`src/rtl/adc_scan_pkg.sv`:
```
package adc_scan_pkg;

    localparam logic [7:0]  CTRL_OFS   = 8'h00;
    localparam logic [7:0]  DATA_BASE  = 8'h10;
    localparam logic [31:0] CTRL_WMASK = 32'hFFFF_30FF;

    typedef enum logic [2:0] {
        MODE_OFF  = 3'd0,
        MODE_STBY = 3'd1,
        MODE_RUN  = 3'd7
    } op_mode_e;

    typedef struct packed {
        logic [15:0] ch_en;
        logic [1:0]  rsv_hi;
        logic        batt_sense;
        logic        batt_ch7;
        logic [2:0]  rsv_mid;
        logic        init_rdy;
        logic [1:0]  vref_sel;
        logic        auto_comp;
        logic        comp_sense;
        logic [2:0]  mode;
        logic        eng_en;
    } ctrl_word_t;

    function automatic logic [3:0] next_chan(input logic [15:0] mask,
                                             input logic [3:0]  last,
                                             input int          n_ch);
        logic [3:0] pick;
        logic       found;
        pick  = last;
        found = 1'b0;
        for (int i = 1; i <= 16; i++) begin
            int idx;
            idx = (int'(last) + i) % n_ch;
            if (!found && i <= n_ch && mask[idx]) begin
                pick  = 4'(idx);
                found = 1'b1;
            end
        end
        return pick;
    endfunction

endpackage

```
`src/rtl/adc_ctrl_regs.sv`:
```
module adc_ctrl_regs
    import adc_scan_pkg::*;
#(
    parameter int INIT_TICKS = 4
) (
    input  logic        clk,
    input  logic        rst,
    input  logic        wr_en,
    input  logic [31:0] wdata,
    input  logic        sample_tick,
    output ctrl_word_t  ctrl,
    output logic        run
);
    localparam int CNT_W = (INIT_TICKS > 1) ? $clog2(INIT_TICKS) : 1;

    logic [31:0]      word_q;
    logic             init_q;
    logic [CNT_W-1:0] cnt_q;
    ctrl_word_t       stored;

    assign stored = ctrl_word_t'(word_q);
    assign run    = stored.eng_en && (op_mode_e'(stored.mode) == MODE_RUN);

    always_comb begin
        ctrl          = stored;
        ctrl.init_rdy = init_q;
    end

    always_ff @(posedge clk) begin
        if (rst) begin
            word_q <= '0;
        end else if (wr_en) begin
            word_q <= wdata & CTRL_WMASK;
        end
    end

    always_ff @(posedge clk) begin
        if (rst || op_mode_e'(stored.mode) == MODE_OFF) begin
            init_q <= 1'b0;
            cnt_q  <= '0;
        end else if (run && !init_q && sample_tick) begin
            if (cnt_q == CNT_W'(INIT_TICKS - 1)) begin
                init_q <= 1'b1;
            end else begin
                cnt_q <= cnt_q + 1'b1;
            end
        end
    end

    AST_INIT_FROM_RUN: assert property (@(posedge clk) disable iff (rst)
        $rose(init_q) |-> $past(run && sample_tick));
    AST_PD_CLEARS_INIT: assert property (@(posedge clk) disable iff (rst)
        (stored.mode == 3'd0) |=> !init_q);
endmodule

```
`src/rtl/adc_chan_scanner.sv`:
```
module adc_chan_scanner
    import adc_scan_pkg::*;
#(
    parameter int NUM_CH = 16
) (
    input  logic        clk,
    input  logic        rst,
    input  logic        run,
    input  logic        init_rdy,
    input  logic [15:0] mask,
    input  logic        sample_tick,
    input  logic        conv_done,
    output logic        conv_req,
    output logic [3:0]  conv_ch,
    output logic        cap_en
);
    logic       busy_q;
    logic [3:0] ch_q;

    assign conv_req = busy_q;
    assign conv_ch  = ch_q;
    assign cap_en   = busy_q && conv_done && run;

    always_ff @(posedge clk) begin
        if (rst) begin
            busy_q <= 1'b0;
            ch_q   <= 4'(NUM_CH - 1);
        end else if (!run) begin
            busy_q <= 1'b0;
        end else if (busy_q) begin
            if (conv_done) busy_q <= 1'b0;
        end else if (sample_tick && init_rdy && (|mask)) begin
            busy_q <= 1'b1;
            ch_q   <= next_chan(mask, ch_q, NUM_CH);
        end
    end

    AST_REQ_HELD: assert property (@(posedge clk) disable iff (rst)
        (run && conv_req && !conv_done) |=> (conv_req && $stable(conv_ch)));
    AST_REQ_NEEDS_INIT: assert property (@(posedge clk) disable iff (rst)
        conv_req |-> init_rdy);
    AST_STOP_WHEN_IDLE: assert property (@(posedge clk) disable iff (rst)
        !run |=> !conv_req);
endmodule

```
`src/rtl/adc_result_bank.sv`:
```
module adc_result_bank #(
    parameter int NUM_CH   = 16,
    parameter int RES_BITS = 10
) (
    input  logic                       clk,
    input  logic                       rst,
    input  logic                       cap_en,
    input  logic [3:0]                 cap_ch,
    input  logic [RES_BITS-1:0]        cap_data,
    output logic [NUM_CH-1:0][15:0]    data_q
);
    for (genvar g = 0; g < NUM_CH; g++) begin : g_slot
        always_ff @(posedge clk) begin
            if (rst) begin
                data_q[g] <= '0;
            end else if (cap_en && cap_ch == 4'(g)) begin
                data_q[g] <= 16'(cap_data);
            end
        end
    end
endmodule

```
`src/rtl/adc_engine_ctrl.sv`:
```
module adc_engine_ctrl
    import adc_scan_pkg::*;
#(
    parameter int NUM_CH     = 16,
    parameter int RES_BITS   = 10,
    parameter int INIT_TICKS = 4
) (
    input  logic                clk,
    input  logic                rst,
    input  logic [7:0]          reg_addr,
    input  logic                reg_wen,
    input  logic [31:0]         reg_wdata,
    output logic [31:0]         reg_rdata,
    input  logic                sample_tick,
    output logic                conv_req,
    output logic [3:0]          conv_ch,
    input  logic                conv_done,
    input  logic [RES_BITS-1:0] conv_data,
    output logic [1:0]          vref_sel,
    output logic                comp_sense_en,
    output logic                auto_comp_en,
    output logic                ch7_batt_mode,
    output logic                batt_sense_en
);
    localparam int CH_W = $clog2(NUM_CH);

    ctrl_word_t              ctrl;
    logic                    run;
    logic                    cap_en;
    logic [NUM_CH-1:0][15:0] data_q;
    logic [7:0]              ofs;
    logic [CH_W-1:0]         lo_idx;
    logic [CH_W-1:0]         hi_idx;

    adc_ctrl_regs #(.INIT_TICKS(INIT_TICKS)) u_regs (
        .clk(clk), .rst(rst),
        .wr_en(reg_wen && reg_addr == CTRL_OFS),
        .wdata(reg_wdata), .sample_tick(sample_tick),
        .ctrl(ctrl), .run(run)
    );

    adc_chan_scanner #(.NUM_CH(NUM_CH)) u_scan (
        .clk(clk), .rst(rst), .run(run), .init_rdy(ctrl.init_rdy),
        .mask(ctrl.ch_en), .sample_tick(sample_tick), .conv_done(conv_done),
        .conv_req(conv_req), .conv_ch(conv_ch), .cap_en(cap_en)
    );

    adc_result_bank #(.NUM_CH(NUM_CH), .RES_BITS(RES_BITS)) u_bank (
        .clk(clk), .rst(rst), .cap_en(cap_en), .cap_ch(conv_ch),
        .cap_data(conv_data), .data_q(data_q)
    );

    assign vref_sel      = ctrl.vref_sel;
    assign comp_sense_en = ctrl.comp_sense;
    assign auto_comp_en  = ctrl.auto_comp;
    assign ch7_batt_mode = ctrl.batt_ch7;
    assign batt_sense_en = ctrl.batt_sense;

    assign ofs    = reg_addr - DATA_BASE;
    assign lo_idx = ofs[CH_W:1];
    assign hi_idx = lo_idx | CH_W'(1);

    always_comb begin
        reg_rdata = '0;
        if (reg_addr == CTRL_OFS) begin
            reg_rdata = ctrl;
        end else if (reg_addr >= DATA_BASE && ofs < 8'(2 * NUM_CH)
                     && ofs[1:0] == 2'b00) begin
            reg_rdata = {data_q[hi_idx], data_q[lo_idx]};
        end
    end
endmodule

```
`config.mk`:
```
export PLATFORM = sky130hd
export DESIGN_NAME = adc_engine_ctrl
export DESIGN_NICKNAME = d
export VERILOG_FILES = /design/src/rtl/adc_scan_pkg.sv /design/src/rtl/adc_ctrl_regs.sv /design/src/rtl/adc_chan_scanner.sv /design/src/rtl/adc_result_bank.sv /design/src/rtl/adc_engine_ctrl.sv
export SDC_FILE = /design/constraint.sdc
export NUM_CORES = 1
export LEC_CHECK = 0
export ABC_AREA = 1
export ABC_CLOCK_PERIOD_IN_PS = 4600
export BUFFER_PORTS_ARGS = -buffer_cell sky130_fd_sc_hd__buf_2
export CORE_MARGIN = 2
export CORE_UTILIZATION = 40
export DETAILED_ROUTE_END_ITERATION = 8
export SYNTH_ARGS = -nofsm -noshare
export SYNTH_HDL_FRONTEND = slang
export SYNTH_SLANG_ARGS = --single-unit
export TNS_END_PERCENT = 5
```
`constraint.sdc`:
```
create_clock -name clk -period 4.6 [get_ports clk]
set_input_delay 1.38 -clock clk [delete_from_list [all_inputs] [get_ports clk]]
set_output_delay 1.38 -clock clk [all_outputs]
set_load 0.05 [all_outputs]
```
==> flow_summary.toml, run 1 <==
[run_status]
status = "finished, final reports clean"

[timing]
skew_ps = 20.1
min_period_over_period = 0.993
fmax_mhz = 219
finalMaxSlewViolations = 0
hold_viol_final = 0
rsz0062_at_grt = "true"
worst_slew_pin_slew_ps = 924
slew-limit-headroom = 0.384
fin_crit_ps = 4570
setup_viol_count_final = 0

[floorplan]
die_w_um = 169
core_um2 = 26800
ios = 98
die-area_um2 = 28500
num_rows = 60
initial_utilization = 0.405
die_y_um = 169

[final_layout]
drive_gt1_frac = 0.128
final_util = 0.467
synthToLayoutAreaGrowth_pct = 15.4
final_common_cell = "a21oi_1"
n_fill_cell = 2753
layout.nets = 1737
final_cell_mix = "a21oi_1, o21ai_0, nand2_1, inv_1, dfxtp_1"
finalInstanceArea_um2 = 12500

[worst_setup_path]
cp_cell_sequence = "buf_2 > buf_16 > a2111oi_1 > o21ai_0 > nand2_1 > o21ai_0 > o21ai_2 > buf_2"
crit_path_max_fanout = 78
arrival_ps = 3190
crit_family = "compound AO/OA/AOI/OAI gates"
path_class = "input port to output port"
cp-start-kind = "input port"
cp_data_required_time_ps = 3220
critPathBufInv = 3
cpMaxStageDelayCell = "a2111oi_1"
slowest_delay_ps = 480
critPathCaptureType = "output port"

[drt]
via_per_inst = 5.48
num_vias = 11100
dr.pass1.iters = 5
wire_per_inst_um = 17.8
drc_errors = 0
postRouteAntennaNets = 0
routed_wl_um = 35900
drtIter0Drc = 1043

[power]
leakage_nw = 4.66
power_mw = 3.57
clock_power_share = 0.447
swShare = 0.276
p_per_area_nw_per_um2 = 285
vdd_drop_max_mv = 0.233
p_comb_frac = 0.082
pwr-share-seq = 0.471
p_int_mw = 2.58
p_sw_mw = 0.986

[synth]
synth.avg_cell_area_um2 = 6.62
yosysSeqAreaShare = 0.358
synthFlopType = "dfxtp_1"
ys.warnings.count = 0
async_flop_share = 0
synth_edf_count = 0
synth_area_um2 = 10900
yosysUniqueCellTypes = 44
ys_ff_latch = 194
synthCells = 1639

[global_routing]
globalRoute.totalOverflow = 0
track_usage = 0.249
grt_pass1_vias = 9843
antenna_found_initial = 1
grt_max_degree = 142
grt_pass1_wl_um = 55700

[place]
numPortBuffers = 87
gp_congestion = 0.895
hpwl_um = 24100
dpl_cell_area_um2 = 11900

[clock_tree]
clock_latency_ps = 450
cts_max_path_buffers = 2
cts_root_buf = "clkbuf_16"
cts.sinks = 194
clk_pin_slew_ps = 80
cts_tree = "built"
cts_buffers = 17
post_cts_buffers = 0
htreeDepth = 4

[min_path]
hold_class = "flip-flop to flip-flop"

[run]
maxCapViolCount = 0
## flip-flops by register name (all words and copies together), names as in the netlist
name,count
u_bank.data_q,160
u_scan.conv_ch,4
u_regs.stored,26
u_scan.conv_req,1
u_regs.cnt_q,2
u_regs.init_q,1
## worst paths after layout
kind / from / end / slack (ps) / cells after the start
setup / recovery: reg_addr[2] / reg_rdata[0] / 30 / 8
hold / removal: u_bank.data_q[145]$_SDFFE_PP0P_ / u_bank.data_q[145]$_SDFFE_PP0P_ / 450 / 2
setup reg to reg: u_scan.conv_ch[0]$_SDFFE_PP1P_ / u_scan.conv_ch[1]$_SDFFE_PP1P_ / 740 / 20
hold reg to reg: u_bank.data_q[145]$_SDFFE_PP0P_ / u_bank.data_q[145]$_SDFFE_PP0P_ / 450 / 2
## power groups by stage
stage / logic, mW / clock network [mW] / registers (mW)
2_1_floorplan: 0.175 / 0 / 1.72
3_3_place_gp: 0.283 / 0 / 1.72
3_5_place_dp: 0.285 / 0 / 1.72
6_report: 0.291 / 1.60 / 1.68
4_1_cts: 0.286 / 1.62 / 1.68
5_1_grt: 0.320 / 1.67 / 1.68
## cell type report
class	instances	area, um^2	area share
Sequential cell	194	3880	0.310
Antenna cell	1	2.50	0.000200
Timing Repair Buffer	133	900	0.0718
Multi-Input combinational cell	1112	5900	0.471
Inverter	207	778	0.0621
Tap cell	341	427	0.0341
Clock buffer	18	439	0.0351
Clock inverter	14	196	0.0157
## worst register-to-register path: stages, from the launching register on
cell,delay (ps)
dfxtp_1,320
inv_2,280
ha_1,510
inv_1,490
nand3_1,230
nand3_1,140
nand3_1,100
nand2_2,180
nand3_4,120
nor2_4,160
nand4_4,140
nor2_4,160
nand3_1,80
nor2_1,170
nand2_1,130
nor2_4,170
nand3_2,120
nand3_1,120
inv_1,40
nand2_1,50
nand2_1,40
## per-layer routing
layer | GRT usage | up-vias | wire [um]
met2 | 0.398 | 410 | 16100
li1 | - | 5566 | -
met1 | 0.355 | 5054 | 16900
met5 | 0 | - | 0
met4 | 0.0577 | 0 | 522
met3 | 0.0372 | 36 | 2350
## cells in the mapped netlist (all sizes together) (12+ instances only)
| master | number | area [um^2] |
|---|---|---|
| dfxtp | 194 | 3880 |
| o21ai | 256 | 1280 |
| buf | 20 | 126 |
| a21oi | 252 | 1260 |
| nand4 | 12 | 96.3 |
| a211oi | 14 | 105 |
| o211ai | 34 | 255 |
| inv | 204 | 766 |
| nand2 | 214 | 821 |
| clkbuf | 109 | 409 |
| nor2 | 94 | 383 |
| ha | 17 | 213 |
| nand3 | 167 | 863 |
## through the flow
| step | hold slack, ps | worst slack (ps) | std cells | setup TNS [ps] |
|---|---|---|---|---|
| global route | 456 | -84.8 | 2020 | -134 |
| floorplan | 420 | -116 | 1642 | -1610 |
| detailed placement | 434 | 31.1 | 1987 | 0 |
| CTS | 446 | 30.7 | 2019 | 0 |
| finish | 446 | 33.1 | 2020 | 0 |
| global placement | 430 | 51.9 | 1987 | 0 |
## what timing repair did
item | 4_1_cts | 5_1_grt
endpoints found under the setup margin | 0 | 12
gates resized for setup | 0 | 12
hold buffers | 0 | 0
## logic make-up after synthesis
logic type,after synthesis,share of synthesized area
AND/OR/NAND/NOR,503,0.208
XOR/XNOR,5,0.00473
other,1,0.000345
adder cells (fa/ha/maj),17,0.0196
AO/OA/AOI/OAI,583,0.289
buffers and inverters,336,0.121
flip-flops,194,0.358
Note: power is estimated with default switching activity, not from simulation.
==> run 2: changes to the inputs <==
--- a/config.mk
+++ b/config.mk
@@ -11,6 +11,7 @@
 export CORE_MARGIN = 2
 export CORE_UTILIZATION = 40
 export DETAILED_ROUTE_END_ITERATION = 8
+export PLACE_DENSITY = 0.55
 export SYNTH_ARGS = -nofsm -noshare
 export SYNTH_HDL_FRONTEND = slang
 export SYNTH_SLANG_ARGS = --single-unit
==> run 2 against run 1 <==
  * Register-to-register slack improved by 170 ps
  * Hold slack lost 4.8 ps
  * Wire length rose by 4.3%
  * Critical path depth is 4 higher
  * Fmax is 0.83% higher
  * Final area grew 1.4%
  * Critical endpoint is now reg_rdata[2]
==> flow_summary.toml, run 2 (synthesis gave the netlist of run 1 again) <==
[clock_tree]
cts.sinks = 194
cts_hold_buf = 0
cts_tree = "built"
clock_latency_ps = 450
cts_root_buf = "clkbuf_16"
cts_max_path_buffers = 2
cts_resized = 0
post_cts_buffers = 0
cts_buffers = 17
clk_pin_slew_ps = 80
htreeDepth = 4

[final_layout]
diodes = 0
largest_register_ffs = 160
drive_gt1_frac = 0.139
final_common_cell = "a21oi_1"
n_fill_cell = 2819
finalInstanceArea_um2 = 12700
stdcell_count = 2041
multiInputGateArea_um2 = 5900
final_cell_mix = "a21oi_1, o21ai_0, nand2_1, inv_1, dfxtp_1"
final_util = 0.474
regMostFlops = "u_bank.data_q"
layout.nets = 1759
regArea_um2 = 3880
synthToLayoutAreaGrowth_pct = 17.0

[global_routing]
antenna_found_initial = 0
globalRoute.totalOverflow = 0
grt_pass1_vias = 9997
grt_max_degree = 84
grt_pass1_wl_um = 57500
track_usage = 0.260

[place]
gp_congestion = 0.922
dp_slack_ps = 19.6
hpwl_um = 24900
dpl_cell_area_um2 = 12100
placedCellCount = 2009
numPortBuffers = 87

[worst_setup_path]
rr_endpoint = "u_scan.conv_ch[2]$_SDFFE_PP1P_"
r2r_cells = 20
critPathCaptureType = "output port"
crit_path_max_fanout = 26
r2r-start = "u_scan.conv_ch[0]$_SDFFE_PP1P_"
path_class = "input port to output port"
cp-start-kind = "input port"
cp_data_required_time_ps = 3220
arrival_ps = 3150
r2r_slack_ps = 910

[timing]
worst_slew_pin_slew_ps = 845
slew-limit-headroom = 0.435
fmax_mhz = 221
fin_crit_ps = 4530
min_period_over_period = 0.985
finalMaxSlewViolations = 0
setup_viol_count_final = 0
rsz0062_at_grt = "true"
tns_ps = 0
worst_hold_slack_ps = 441
hold_viol_final = 0
post-route-worst-setup-slack_ps = 70.5
skew_ps = 14.9

[power]
vdd_drop_max_mv = 0.237
power_mw = 3.56
p_per_area_nw_per_um2 = 280
leakage_nw = 4.76

[drt]
postRouteAntennaNets = 0
routed_wl_um = 37400
drtIter0Drc = 891
dr.pass1.iters = 5
drc_errors = 0
num_vias = 11100
via_per_inst = 5.46
wire_per_inst_um = 18.3

[min_path]
min_to = "u_bank.data_q[130]$_SDFFE_PP0P_"
holdPathStages = 2
holdCritStartpoint = "u_bank.data_q[130]$_SDFFE_PP0P_"
hold_class = "flip-flop to flip-flop"

[floorplan]
die_w_um = 169
die_y_um = 169
die-area_um2 = 28500
num_rows = 60
ios = 98
core_um2 = 26800
initial_utilization = 0.405

[run]
maxCapViolCount = 0

[run_status]
status = "finished, final reports clean"
==> run 2: cell types whose count changed in the layout (fill, tap and decap cells not counted), moves of 2 or more <==
cell / delta
buf_4: +20
buf_12: +4
clkinv_4: +3
clkinvlp_4: +3
inv_12: -2
inv_6: -2
==> run 2: per-layer routing <==
| metal | GRT usage | wire [um] | vias up |
|---|---|---|---|
| li1 | - | - | 5608 |
| met1 | 0.366 | 17700 | 5159 |
| met2 | 0.419 | 16900 | 346 |
| met3 | 0.0400 | 2140 | 34 |
| met4 | 0.0637 | 684 | 0 |
| met5 | 0 | 0 | - |
==> run 2: how the worst max path moves through the flow <==
stage / startpoint / end / slack (ps) / cells past startpoint
floorplan: reg_addr[4] / reg_rdata[18] / -120 / 12
global placement: reg_addr[3] / reg_rdata[2] / 70 / 12
detailed placement: reg_addr[3] / reg_rdata[2] / 20 / 12
CTS: reg_addr[3] / reg_rdata[2] / 10 / 12
global route: reg_addr[4] / reg_rdata[16] / -3 / 13
finish: reg_addr[3] / reg_rdata[2] / 70 / 12
==> run 2: layout make-up <==
type                            instances  share of cell area
Inverter                              207              0.0613
Sequential cell                       194               0.306
Timing Repair Buffer                  155              0.0859
Multi-Input combinational cell       1112               0.464
Clock buffer                           17              0.0335
Clock inverter                         15              0.0156
Tap cell                              341              0.0336
==> run 2: critical path: stages <==
cell and delay (ps):
buf_2 140, inv_1 120, buf_12 200, a21oi_1 60, o21ai_0 100, o211ai_1 120
buf_4 170, and3_1 180, o31ai_2 240, buf_4 180, o21ai_4 60, buf_2 210
==> run 2: power by group <==
group          switching (mW)  internal [mW]
Sequential           0.000657           1.68
Combinational           0.205         0.0960
Clock                   0.750          0.829
Total                   0.955           2.60
